File: config.mk
export PLATFORM = sky130hd
export DESIGN_NAME = sconv_ctrl
export DESIGN_NICKNAME = d
export VERILOG_FILES = /design/src/rtl/sconv_pkg.sv /design/src/rtl/sconv_sync.sv /design/src/rtl/sconv_seq.sv /design/src/rtl/sconv_outbuf.sv /design/src/rtl/sconv_ctrl.sv
export SDC_FILE = /design/constraint.sdc
export NUM_CORES = 1
export LEC_CHECK = 0
export CORE_MARGIN = 2
export CORE_UTILIZATION = 35
export DETAILED_ROUTE_END_ITERATION = 10
export SLEW_MARGIN = 20
export SYNTH_ARGS = -nofsm -noshare
export SYNTH_HDL_FRONTEND = slang
export SYNTH_HIERARCHICAL = 1
export SYNTH_SLANG_ARGS = --single-unit
export TNS_END_PERCENT = 50
File: constraint.sdc
create_clock -name clk -period 2.25 [get_ports clk]
set_input_delay 0.225 -clock clk [delete_from_list [all_inputs] [get_ports clk]]
set_output_delay 0.225 -clock clk [all_outputs]
set_load 0.01 [all_outputs]
File: src/rtl/sconv_pkg.sv
package sconv_pkg;
   typedef enum logic [1:0] {
      ST_IDLE  = 2'd0,
      ST_CONV  = 2'd1,
      ST_SLEEP = 2'd2,
      ST_WAKE  = 2'd3
   } sconv_st_e;

   function automatic int unsigned cdiv(input int unsigned a, input int unsigned b);
      return (a + b - 1) / b;
   endfunction

   function automatic int unsigned umax(input int unsigned a, input int unsigned b);
      return (a > b) ? a : b;
   endfunction
endpackage

File: src/rtl/sconv_sync.sv
module sconv_sync #(
   parameter int unsigned W      = 1,
   parameter int unsigned STAGES = 2,
   parameter logic [W-1:0] RST_VAL = '0
) (
   input  logic         clk,
   input  logic         rst_n,
   input  logic [W-1:0] d,
   output logic [W-1:0] q
);
   generate
      if (STAGES < 2) begin : g_bad_stages
         $error("sconv_sync: STAGES must be at least 2");
      end
   endgenerate

   logic [W-1:0] stg [STAGES];

   generate
      for (genvar i = 0; i < STAGES; i++) begin : g_stage
         always_ff @(posedge clk or negedge rst_n) begin
            if (!rst_n) begin
               stg[i] <= RST_VAL;
            end else begin
               if (i == 0) stg[i] <= d;
               else        stg[i] <= stg[(i == 0) ? 0 : i - 1];
            end
         end
      end
   endgenerate

   assign q = stg[STAGES-1];
endmodule

File: src/rtl/sconv_seq.sv
module sconv_seq
   import sconv_pkg::*;
#(
   parameter int unsigned DW       = 12,
   parameter int unsigned CONV_CYC = 16,
   parameter int unsigned WAKE_CYC = 70,
   localparam int unsigned CNT_W   = $clog2(umax(CONV_CYC, WAKE_CYC) + 1)
) (
   input  logic          clk,
   input  logic          rst_n,
   input  logic          fall_evt,
   input  logic          sleep_s,
   input  logic [DW-1:0] smp_in,
   output logic          run_n,
   output logic          load,
   output logic [DW-1:0] cap
);
   generate
      if (CONV_CYC < 1) begin : g_bad_conv
         $error("sconv_seq: CONV_CYC must be at least 1");
      end
      if (WAKE_CYC < 1) begin : g_bad_wake
         $error("sconv_seq: WAKE_CYC must be at least 1");
      end
   endgenerate

   localparam logic [CNT_W-1:0] CONV_LD = CNT_W'(CONV_CYC - 1);
   localparam logic [CNT_W-1:0] WAKE_LD = CNT_W'(WAKE_CYC - 1);

   sconv_st_e        st;
   logic [CNT_W-1:0] cnt;

   always_ff @(posedge clk or negedge rst_n) begin
      if (!rst_n) begin
         st  <= ST_IDLE;
         cnt <= '0;
         cap <= '0;
      end else begin
         unique case (st)
            ST_IDLE: begin
               if (sleep_s) begin
                  st <= ST_SLEEP;
               end else if (fall_evt) begin
                  st  <= ST_CONV;
                  cnt <= CONV_LD;
                  cap <= smp_in;
               end
            end
            ST_CONV: begin
               if (cnt == '0) st <= ST_IDLE;
               else           cnt <= cnt - 1'b1;
            end
            ST_SLEEP: begin
               if (!sleep_s) begin
                  st  <= ST_WAKE;
                  cnt <= WAKE_LD;
               end
            end
            ST_WAKE: begin
               if (sleep_s)         st <= ST_SLEEP;
               else if (cnt == '0)  st <= ST_IDLE;
               else                 cnt <= cnt - 1'b1;
            end
            default: st <= ST_IDLE;
         endcase
      end
   end

   assign run_n = (st != ST_CONV);
   assign load  = (st == ST_CONV) && (cnt == '0);

   // a running conversion counts down without reload
   a_r4_no_restart: assert property (@(posedge clk) disable iff (!rst_n)
      (st == ST_CONV && cnt != '0) |=> (st == ST_CONV && cnt == $past(cnt) - 1'b1));
   // no conversion leaves the sleep state directly
   a_r8_sleep_blocks: assert property (@(posedge clk) disable iff (!rst_n)
      (st == ST_SLEEP) |=> (st != ST_CONV));
   // wake-up window drops starts
   a_r9_wake_blocks: assert property (@(posedge clk) disable iff (!rst_n)
      (st == ST_WAKE) |=> (st != ST_CONV));
   // a conversion only begins after a qualified start edge
   a_r1_start_source: assert property (@(posedge clk) disable iff (!rst_n)
      $fell(run_n) |-> $past(fall_evt));
endmodule

File: src/rtl/sconv_outbuf.sv
module sconv_outbuf #(
   parameter int unsigned DW = 12
) (
   input  logic          clk,
   input  logic          rst_n,
   input  logic          load,
   input  logic [DW-1:0] cap_i,
   input  logic          sel_s,
   input  logic          fetch_s,
   output logic [DW-1:0] q_out,
   output logic [DW-1:0] q_out_oe
);
   logic [DW-1:0] result;
   logic          bus_en;

   always_ff @(posedge clk or negedge rst_n) begin
      if (!rst_n)    result <= '0;
      else if (load) result <= cap_i;
   end

   assign bus_en = ~sel_s & ~fetch_s;

   generate
      for (genvar b = 0; b < DW; b++) begin : g_oe
         assign q_out_oe[b] = bus_en;
      end
   endgenerate

   assign q_out = result;

   // result takes the captured sample at completion
   a_r5_load_value: assert property (@(posedge clk) disable iff (!rst_n)
      load |=> (q_out == $past(cap_i)));
   // result holds between completions
   a_r5_hold: assert property (@(posedge clk) disable iff (!rst_n)
      !load |=> $stable(q_out));
endmodule

File: src/rtl/sconv_ctrl.sv
module sconv_ctrl
   import sconv_pkg::*;
#(
   parameter int unsigned DW       = 12,
   parameter int unsigned CONV_CYC = 16,
   parameter int unsigned CLK_PS   = 5000,
   parameter int unsigned WAKE_NS  = 350,
   parameter int unsigned SYNC_STG = 2,
   localparam int unsigned WAKE_CYC = cdiv(WAKE_NS * 1000, CLK_PS)
) (
   input  logic          clk,
   input  logic          rst_n,
   input  logic          sel_n,
   input  logic          begin_n,
   input  logic          fetch_n,
   input  logic          sleep_req,
   input  logic [DW-1:0] smp_in,
   output logic          run_n,
   output logic [DW-1:0] q_out,
   output logic [DW-1:0] q_out_oe
);
   generate
      if (DW < 1) begin : g_bad_dw
         $error("sconv_ctrl: DW must be positive");
      end
      if (CLK_PS < 1) begin : g_bad_clk
         $error("sconv_ctrl: CLK_PS must be positive");
      end
   endgenerate

   logic [3:0] raw, syn;
   logic       sel_s, begin_s, fetch_s, sleep_s;
   logic       begin_d, fall_evt, load;
   logic [DW-1:0] cap;

   assign raw = {sleep_req, fetch_n, begin_n, sel_n};

   sconv_sync #(.W(4), .STAGES(SYNC_STG), .RST_VAL(4'b0111)) u_sync (
      .clk(clk), .rst_n(rst_n), .d(raw), .q(syn)
   );

   assign sel_s   = syn[0];
   assign begin_s = syn[1];
   assign fetch_s = syn[2];
   assign sleep_s = syn[3];

   always_ff @(posedge clk or negedge rst_n) begin
      if (!rst_n) begin_d <= 1'b1;
      else        begin_d <= begin_s;
   end

   assign fall_evt = begin_d & ~begin_s & ~sel_s;

   sconv_seq #(.DW(DW), .CONV_CYC(CONV_CYC), .WAKE_CYC(WAKE_CYC)) u_seq (
      .clk(clk), .rst_n(rst_n), .fall_evt(fall_evt), .sleep_s(sleep_s),
      .smp_in(smp_in), .run_n(run_n), .load(load), .cap(cap)
   );

   sconv_outbuf #(.DW(DW)) u_out (
      .clk(clk), .rst_n(rst_n), .load(load), .cap_i(cap),
      .sel_s(sel_s), .fetch_s(fetch_s), .q_out(q_out), .q_out_oe(q_out_oe)
   );

   // a start edge needs a high level on the previous cycle
   a_r11_edge_only: assert property (@(posedge clk) disable iff (!rst_n)
      fall_evt |=> !fall_evt);
endmodule

==> impl_metrics.toml, run 1 <==
[timing]
max_slew_margin_pct = 41.0
setup_ws_ns = 0.246
tightest_slew_ns = 0.886
period_share_pct = 89.1
fin_worst_skew_ns = 0.00583
hold_violations = 0
final-setup-viol-count = 0
tns_ns = 0
drv_slew = 0
finalCriticalPeriod_ns = 2.00
rsz0062_at_grt = "false"
max_freq_ghz = 0.499
holdWs_ns = 0.0521

[global_route]
grt_pass1_vias = 1201
met2_usage_pct = 18.7
grt_max_degree = 43
track_usage_pct = 11.8
grt.busiest_layer = "met2"
use_met3_pct = 3.76
antenna_found_initial = 0
grt_pass1_wl_mm = 5.57
grt_overflow = 0
use_met1_pct = 15.1

[clocking]
clock_sinks = 42
tritoncts.num_buffers = 5
cts-root-buf = "clkbuf_8"
htreeDepth = 2
clkTransAtPathRegs_ns = 0.08
post-cts-setup-buffers = 0
cts_buffer_depth = 2
clock_latency_ns = 0.29
cts_tree = "done"
ctsResizeCount = 0
ctsHoldBuffers = 0

[final_layout]
layout.nets = 191
layoutNonFillerInstCount = 242
syn_to_final_growth_pct = 26.3
antenna_cells = 0
drive_gt1_share_pct = 29.7

[placement]
place_ws_ns = 0.515
dp.cells = 234
portBuffers = 42
routabilityCongestion = 0.817
dp_hpwl_mm = 2.27

[synth]
yosysWarnings = 6
synth_seq_area_share_pct = 56.4
synth_cell_type_count = 36
syn_area_per_cell_um2 = 13.6
ys_seq_elements = 42
synth_flop_cell = "dfrtp_1"
netlist_instances = 138
synth_edf_count = 0
synthesis.nets = 158
syn-cell-area_um2 = 1880
async_flop_share_pct = 100

[setup_path]
crit_slowest_cell = "clkdlybuf4s50_1"
r2r_slack_ns = 0.52
critPathKind = "reg2out"
start_kind = "flop"
crit_chain = "nor2_1 > clkdlybuf4s50_1"
max_stage_delay_ns = 0.66
cp_top_family = "buffers and inverters"
arrival_ns = 1.78
end_kind = "output port"
cp_max_fo = 12
path_buf_inv = 1
required_ns = 2.03

[route]
route.antenna.remaining_nets = 0
drt-wirelength-per-cell_um = 13.1
detail_route.vias_per_cell = 4.72
firstDrtPassIters = 4
routed_wl_mm = 3.18
num_vias = 1142
drc = 0
drt-initial-drc-count = 52

[die]
io-pin-count = 43
die_h_um = 77.3
initial_utilization_pct = 36.5
fp-row-count = 26
fp.dieArea_um2 = 5970
die_w_um = 77.3
design.core.area_um2 = 5140

[run_status]
status = "complete, no violations"

[run]
drv_cap = 0

[worst_hold_path]
min_path_type = "in2async"

[power]
p_leak_nw = 1.03
irDropWorstVdd_uv = 311
p_per_area_nw_per_um2 = 744
[flip-flops by register name, summed over array words and instances, names as in the netlist]
signal and cells:
begin_d 1, u_seq/cap 12, u_sync/stg 4, u_seq/st 2, u_out/q_out 12, u_seq/cnt 7
u_sync/q 4
[cell type report]
class | count | area, um2
multi-input combinational | 74 | 659
clock inverter | 1 | 30.0
fill | 483 | 2770
tap | 70 | 87.6
inverter | 3 | 11.3
sequential | 42 | 1060
clock buffer | 7 | 86.3
timing repair buffer | 45 | 438
[report_power, final]
group          switching (mW)  internal (mW)
clock network           0.243          0.362
registers              0.0670          0.830
logic                   0.132          0.131
[cell usage after synthesis, drive strengths merged, types with 2 or more instances]
master	count	area share (%)
o221ai	2	0.93
dfstp	7	9.8
a21oi	3	0.80
mux2	24	16
nand3	3	0.80
nor2	5	1.0
dfrtp	35	47
nand3b	2	0.80
nor3	4	1.1
buf	19	7.9
nor3b	4	1.9
ha	2	1.3
nand2	7	1.5
o21ai	4	1.3
inv	3	0.60
[through the flow]
stage	power, mW	util (%)	cell area (um2)
after floorplan	1.08	-	1880
after global placement	1.16	43.9	2260
final	1.76	46.2	2370
after detailed placement	1.17	43.9	2260
after CTS	1.78	46.2	2370
after global routing	1.86	46.2	2370
[cell usage in the layout (no fill, tap or decap), types with 2 or more instances in the layout]
| cell | instances |
|---|---|
| a21oi_1 | 3 |
| buf_4 | 3 |
| clkbuf_8 | 6 |
| clkdlybuf4s50_1 | 41 |
| dfrtp_1 | 35 |
| dfstp_2 | 7 |
| ha_1 | 2 |
| inv_1 | 2 |
| mux2_2 | 14 |
| mux2_4 | 10 |
| nand2_1 | 6 |
| nand3_1 | 3 |
| nand3b_1 | 2 |
| nor2_1 | 5 |
| nor3_1 | 4 |
| nor3b_1 | 3 |
| o21ai_0 | 3 |
| o221ai_1 | 2 |
[layer usage]
layer  routed length, um  vias up
met5                   0        -
met4                  61        0
met3                 235        7
li1                    -      529
met1                1440      552
met2                1440       54
[cell families after synthesis]
| group | count (synthesis) | synth area share (%) |
|---|---|---|
| compound gates | 14 | 5.13 |
| buf+inv | 22 | 8.46 |
| mux | 25 | 16.9 |
| fa+ha+maj | 2 | 1.33 |
| simple gates | 33 | 11.7 |
| flops | 42 | 56.4 |
[final timing paths]
check	start	end	depth (start not counted)
worst max-delay path	u_sync/q[0]$_DFF_PN1_	q_out_oe[1]	2
worst max register to register	u_seq/cnt[4]$_DFFE_PN0P_	u_out/q_out[7]$_DFFE_PN0P_	5
min in group clk	fetch_n	u_sync/stg[6]$_DFF_PN1_	1
worst min register to register	u_sync/stg[7]$_DFF_PN0_	u_sync/q[3]$_DFF_PN0_	0
max in group asynchronous	rst_n	u_seq/cap[5]$_DFFE_PN0P_	1
worst min-delay path	rst_n	u_seq/cnt[4]$_DFFE_PN0P_	1
Power figures use the tool's default switching activity.
==> inputs of run 2 (changes only) <==
Settings changed: CAP_MARGIN set to 5, CORE_UTILIZATION 35 to 49, PLACE_DENSITY set to 0.78.
==> impl_metrics.toml, run 2 (synthesis gave the netlist of run 1 again) <==
[clocking]
clkTransAtPathRegs_ns = 0.07
clock_latency_ns = 0.29
htreeDepth = 2
tritoncts.num_buffers = 5
post-cts-setup-buffers = 0
cts-root-buf = "clkbuf_8"
cts_buffer_depth = 2
clock_sinks = 42
cts_tree = "done"
ctsResizeCount = 0
ctsHoldBuffers = 0

[placement]
portBuffers = 42
place_ws_ns = 0.519
dp_hpwl_mm = 2.42
routabilityCongestion = 0.855

[die]
fp-row-count = 22
initial_utilization_pct = 51.3
die_w_um = 65.9
design.core.area_um2 = 3660
io-pin-count = 43
die_h_um = 65.9
fp.dieArea_um2 = 4340

[timing]
tns_ns = 0
period_share_pct = 90.8
fin_worst_skew_ns = 0.00532
tightest_slew_ns = 0.900
drv_slew = 0
max_slew_margin_pct = 40.0
hold_violations = 0
final-setup-viol-count = 0
rsz0062_at_grt = "false"
max_freq_ghz = 0.490
setup_ws_ns = 0.208
finalCriticalPeriod_ns = 2.04

[setup_path]
critPathKind = "reg2out"
worstSetupStartpoint = "u_sync/q[0]$_DFF_PN1_"
r2r_start = "u_seq/cnt[5]$_DFFE_PN0P_"
start_kind = "flop"
cp_max_fo = 12
end_kind = "output port"
arrival_ns = 1.82
required_ns = 2.03

[global_route]
grt_pass1_vias = 1201
grt_overflow = 0
antenna_found_initial = 0
track_usage_pct = 17.3
grt_max_degree = 43
grt_pass1_wl_mm = 5.58

[route]
detail_route.vias_per_cell = 5.21
firstDrtPassIters = 4
routed_wl_mm = 3.36
num_vias = 1147
route.antenna.remaining_nets = 0
drc = 0
drt-wirelength-per-cell_um = 15.3
drt-initial-drc-count = 58

[final_layout]
layout_commonest_cell = "clkdlybuf4s50_1"
antenna_cells = 0
mostFrequentLayoutCells = "clkdlybuf4s50_1 (41), dfrtp_1 (35), mux2_2 (14), mux2_4 (10), dfstp_2 (7)"
layout.nets = 191
syn_to_final_growth_pct = 23.5
drive_gt1_share_pct = 29.7

[run]
drv_cap = 0

[worst_hold_path]
min_path_type = "in2async"

[run_status]
status = "complete, no violations"

[power]
p_per_area_nw_per_um2 = 714
irDropWorstVdd_uv = 445
p_leak_nw = 1.02
p_total_mw = 1.66
[run 2: final timing paths]
check,depth (start not counted),to,slack (ns)
min in group clk,1,u_sync/stg[6]$_DFF_PN1_,0.33
worst min register to register,0,u_sync/q[3]$_DFF_PN0_,0.36
worst max-delay path,2,q_out_oe[5],0.21
worst max register to register,5,u_out/q_out[7]$_DFFE_PN0P_,0.51
max in group asynchronous,1,u_seq/cnt[0]$_DFFE_PN0P_,1.64
worst min-delay path,1,u_seq/cnt[5]$_DFFE_PN0P_,0.06
[run 2: layout make-up]
| cell class | instances | area [um2] |
|---|---|---|
| Timing Repair Buffer | 45 | 438 |
| Clock buffer | 7 | 86.3 |
| Clock inverter | 1 | 5.00 |
| Tap cell | 48 | 60.1 |
| Fill cell | 293 | 1340 |
| Sequential cell | 42 | 1060 |
| Inverter | 3 | 11.3 |
| Multi-Input combinational cell | 74 | 659 |
[run 2: through the flow]
step | instance area [um2] | hold WS, ns | util, % | std cells
floorplan | 1880 | -0.0706 | - | 138
global placement | 2230 | 0.337 | 60.9 | 212
detailed placement | 2230 | 0.342 | 60.9 | 212
CTS | 2320 | 0.0829 | 63.4 | 220
global route | 2320 | 0.130 | 63.4 | 220
finish | 2320 | 0.0606 | 63.4 | 220
[run 2: power by group]
part / leakage [nW] / total (mW) / switching (mW) / internal [mW]
Clock: 0.0482 / 0.487 / 0.240 / 0.247
Sequential: 0.535 / 0.900 / 0.0700 / 0.830
Combinational: 0.439 / 0.269 / 0.138 / 0.131
Total: 1.02 / 1.66 / 0.448 / 1.21
[run 2: layer usage]
layer | part of all wire, % | routed length (um) | vias up | global-route usage [%]
met5 | 0 | 0 | - | 0
met4 | 1.3 | 43 | 0 | 6.77
met3 | 5.1 | 170 | 5 | 5.45
met2 | 51 | 1730 | 31 | 28.3
met1 | 42 | 1420 | 582 | 21.3
li1 | - | - | 529 | -
[run 2: worst max-delay path: stages (launching register included)]
cell,delay (ns)
dfstp_2,0.38
nor2_1,0.48
clkdlybuf4s50_1,0.67
==> inputs of run 3 (changes only) <==
Settings changed: PLACE_DENSITY 0.78 to 0.79, SKIP_LAST_GASP set to 1, SYNTH_HIERARCHICAL 1 to not set.
==> impl_metrics.toml, run 3 <==
[synth]
synth_top_cell_by_area = "dfrtp_1"
synth_edf_count = 0
synth_cell_type_count = 37
yosysTopAreaCellShare_pct = 48.8
ys_seq_elements = 42
synth_flop_cell = "dfrtp_1"
synthTopCellsByCount = "dfrtp_1 (35), mux2_2 (24), buf_4 (13)"
syn_area_per_cell_um2 = 13.7
async_flop_share_pct = 100
synth_seq_area_share_pct = 59.1
netlist_top_cells_area = "dfrtp_1 (49%), mux2_2 (15%), dfstp_2 (10%)"
syn-cell-area_um2 = 1790
netlist_instances = 131
yosysMostFrequentCell = "dfrtp_1"
yosysWarnings = 0
synthesis.nets = 151

[final_layout]
antenna_cells = 0
layout.nets = 187
syn_to_final_growth_pct = 25.6
mostFrequentLayoutCells = "clkdlybuf4s50_1 (41), dfrtp_1 (35), mux2_2 (24), dfstp_2 (7), clkbuf_4 (5)"
final_core_util_pct = 66.0
fillers = 266
drive_gt1_share_pct = 27.4
layoutNonFillerInstCount = 214
fin_area_um2 = 2250
layout_commonest_cell = "clkdlybuf4s50_1"

[global_route]
grt_overflow = 0
grt_pass1_wl_mm = 5.78
track_usage_pct = 18.6
antenna_found_initial = 0
grt_pass1_vias = 1198
grt_max_degree = 43

[timing]
hold_violations = 13
max_freq_ghz = 0.517
drv_slew = 0
tns_ns = 0
fin_worst_skew_ns = 0.00608
finalCriticalPeriod_ns = 1.94
final-setup-viol-count = 0
period_share_pct = 86.0
tightest_slew_ns = 0.885
rsz0062_at_grt = "false"
holdWs_ns = -0.00543
max_slew_margin_pct = 41.0

[placement]
routabilityCongestion = 0.742
dp_hpwl_mm = 2.47
portBuffers = 42
dp.cells = 206
placement.cell_area_um2 = 2180

[power]
p_int_mw = 1.23
pwr-share-seq_pct = 54.9
clock_power_share_pct = 27.9
swShare_pct = 26.4
p_per_area_nw_per_um2 = 743
irDropWorstVdd_uv = 500
switching_power_uw = 442
pwr-share-comb_pct = 17.2
p_leak_nw = 0.952

[die]
fp-row-count = 21
io-pin-count = 43
initial_utilization_pct = 52.5
die_h_um = 64.5
fp.dieArea_um2 = 4160
design.core.area_um2 = 3420
die_w_um = 64.5

[worst_hold_path]
min_path_type = "in2async"

[setup_path]
start_kind = "flop"
worstRegToRegCells = 4
end_kind = "output port"
critPathKind = "reg2out"
arrival_ns = 1.71
cp_max_fo = 12
required_ns = 2.03

[route]
route.antenna.remaining_nets = 0
wl_met3_um = 155
top_layer = "met4"
drc = 0
wl_met2_mm = 1.83
routed_wl_mm = 3.40
wl_met1_mm = 1.38
drt-initial-drc-count = 62
detail_route.vias_per_cell = 5.25
firstDrtPassIters = 4
num_vias = 1124
drt-wirelength-per-cell_um = 15.9

[run_status]
status = "complete, but fails checks"
violations = "hold timing"

[clocking]
ctsResizeCount = 0
htreeDepth = 2
tritoncts.num_buffers = 5
cts_buffer_depth = 2
cts-root-buf = "clkbuf_4"
clkTransAtPathRegs_ns = 0.11
ctsHoldBuffers = 0
clock_sinks = 42
clock_latency_ns = 0.34
cts_tree = "done"
post-cts-setup-buffers = 0

[run]
drv_cap = 0
[run 3: worst paths after layout]
kind	startpoint	slack, ns	endpoint
setup reg to reg	u_seq.st[0]$_DFFE_PN0P_	0.48	u_seq.cnt[2]$_DFFE_PN0P_
min in group clk	sel_n	0.27	u_sync.stg[4]$_DFF_PN1_
hold reg to reg	u_sync.stg[6]$_DFF_PN1_	0.36	u_sync.q[2]$_DFF_PN1_
setup / recovery	u_sync.q[0]$_DFF_PN1_	0.31	q_out_oe[6]
max in group asynchronous	rst_n	1.71	u_out.q_out[4]$_DFFE_PN0P_
hold / removal	rst_n	-0.005	u_seq.cnt[2]$_DFFE_PN0P_
[run 3: cell type report]
| type | count | area (um2) | share of cell area [%] |
|---|---|---|---|
| timing repair buffer | 44 | 430 | 19.1 |
| clock buffer | 7 | 45.0 | 2.00 |
| inverter | 3 | 11.3 | 0.500 |
| clock inverter | 1 | 30.0 | 1.33 |
| tap | 46 | 57.6 | 2.55 |
| sequential | 42 | 1060 | 47.0 |
| multi-input combinational | 71 | 619 | 27.5 |
[run 3: cells by family after synthesis]
group	Yosys count	synth area share (%)
adders and majority gates	2	1.39
DFF	42	59.1
AOI/OAI and AO/OA	17	6.77
and+or+nand+nor	28	11.2
buffers and inverters	18	6.55
muxes	24	15.1
[run 3: per-layer routing]
layer,global-route usage (%),vias up
met5,0,-
met4,4.79,0
met3,6.25,4
met2,31.6,35
met1,22.9,561
li1,-,524
[run 3: through the flow]
stage	total power, mW	hold slack (ns)	setup WS [ns]
2_1_floorplan	1.10	-0.0706	0.653
3_3_place_gp	1.20	0.340	0.564
3_5_place_dp	1.22	0.342	0.444
4_1_cts	1.69	0.0206	0.0660
5_1_grt	1.78	0.0412	0.197
6_report	1.68	-0.00543	0.315
[run 3: power groups by stage]
| stage | Clock (mW) | Combinational [mW] | Sequential [mW] |
|---|---|---|---|
| after CTS | 0.478 | 0.292 | 0.919 |
| after global routing | 0.521 | 0.325 | 0.934 |
| after global placement | 0 | 0.274 | 0.926 |
| final | 0.467 | 0.288 | 0.920 |
| after detailed placement | 0 | 0.290 | 0.931 |
| after floorplan | 0 | 0.192 | 0.909 |
[run 3: critical path, stage by stage, from the launching register on]
cell and delay, ns:
dfstp_2 0.41, nor2_2 0.33, clkdlybuf4s50_1 0.63
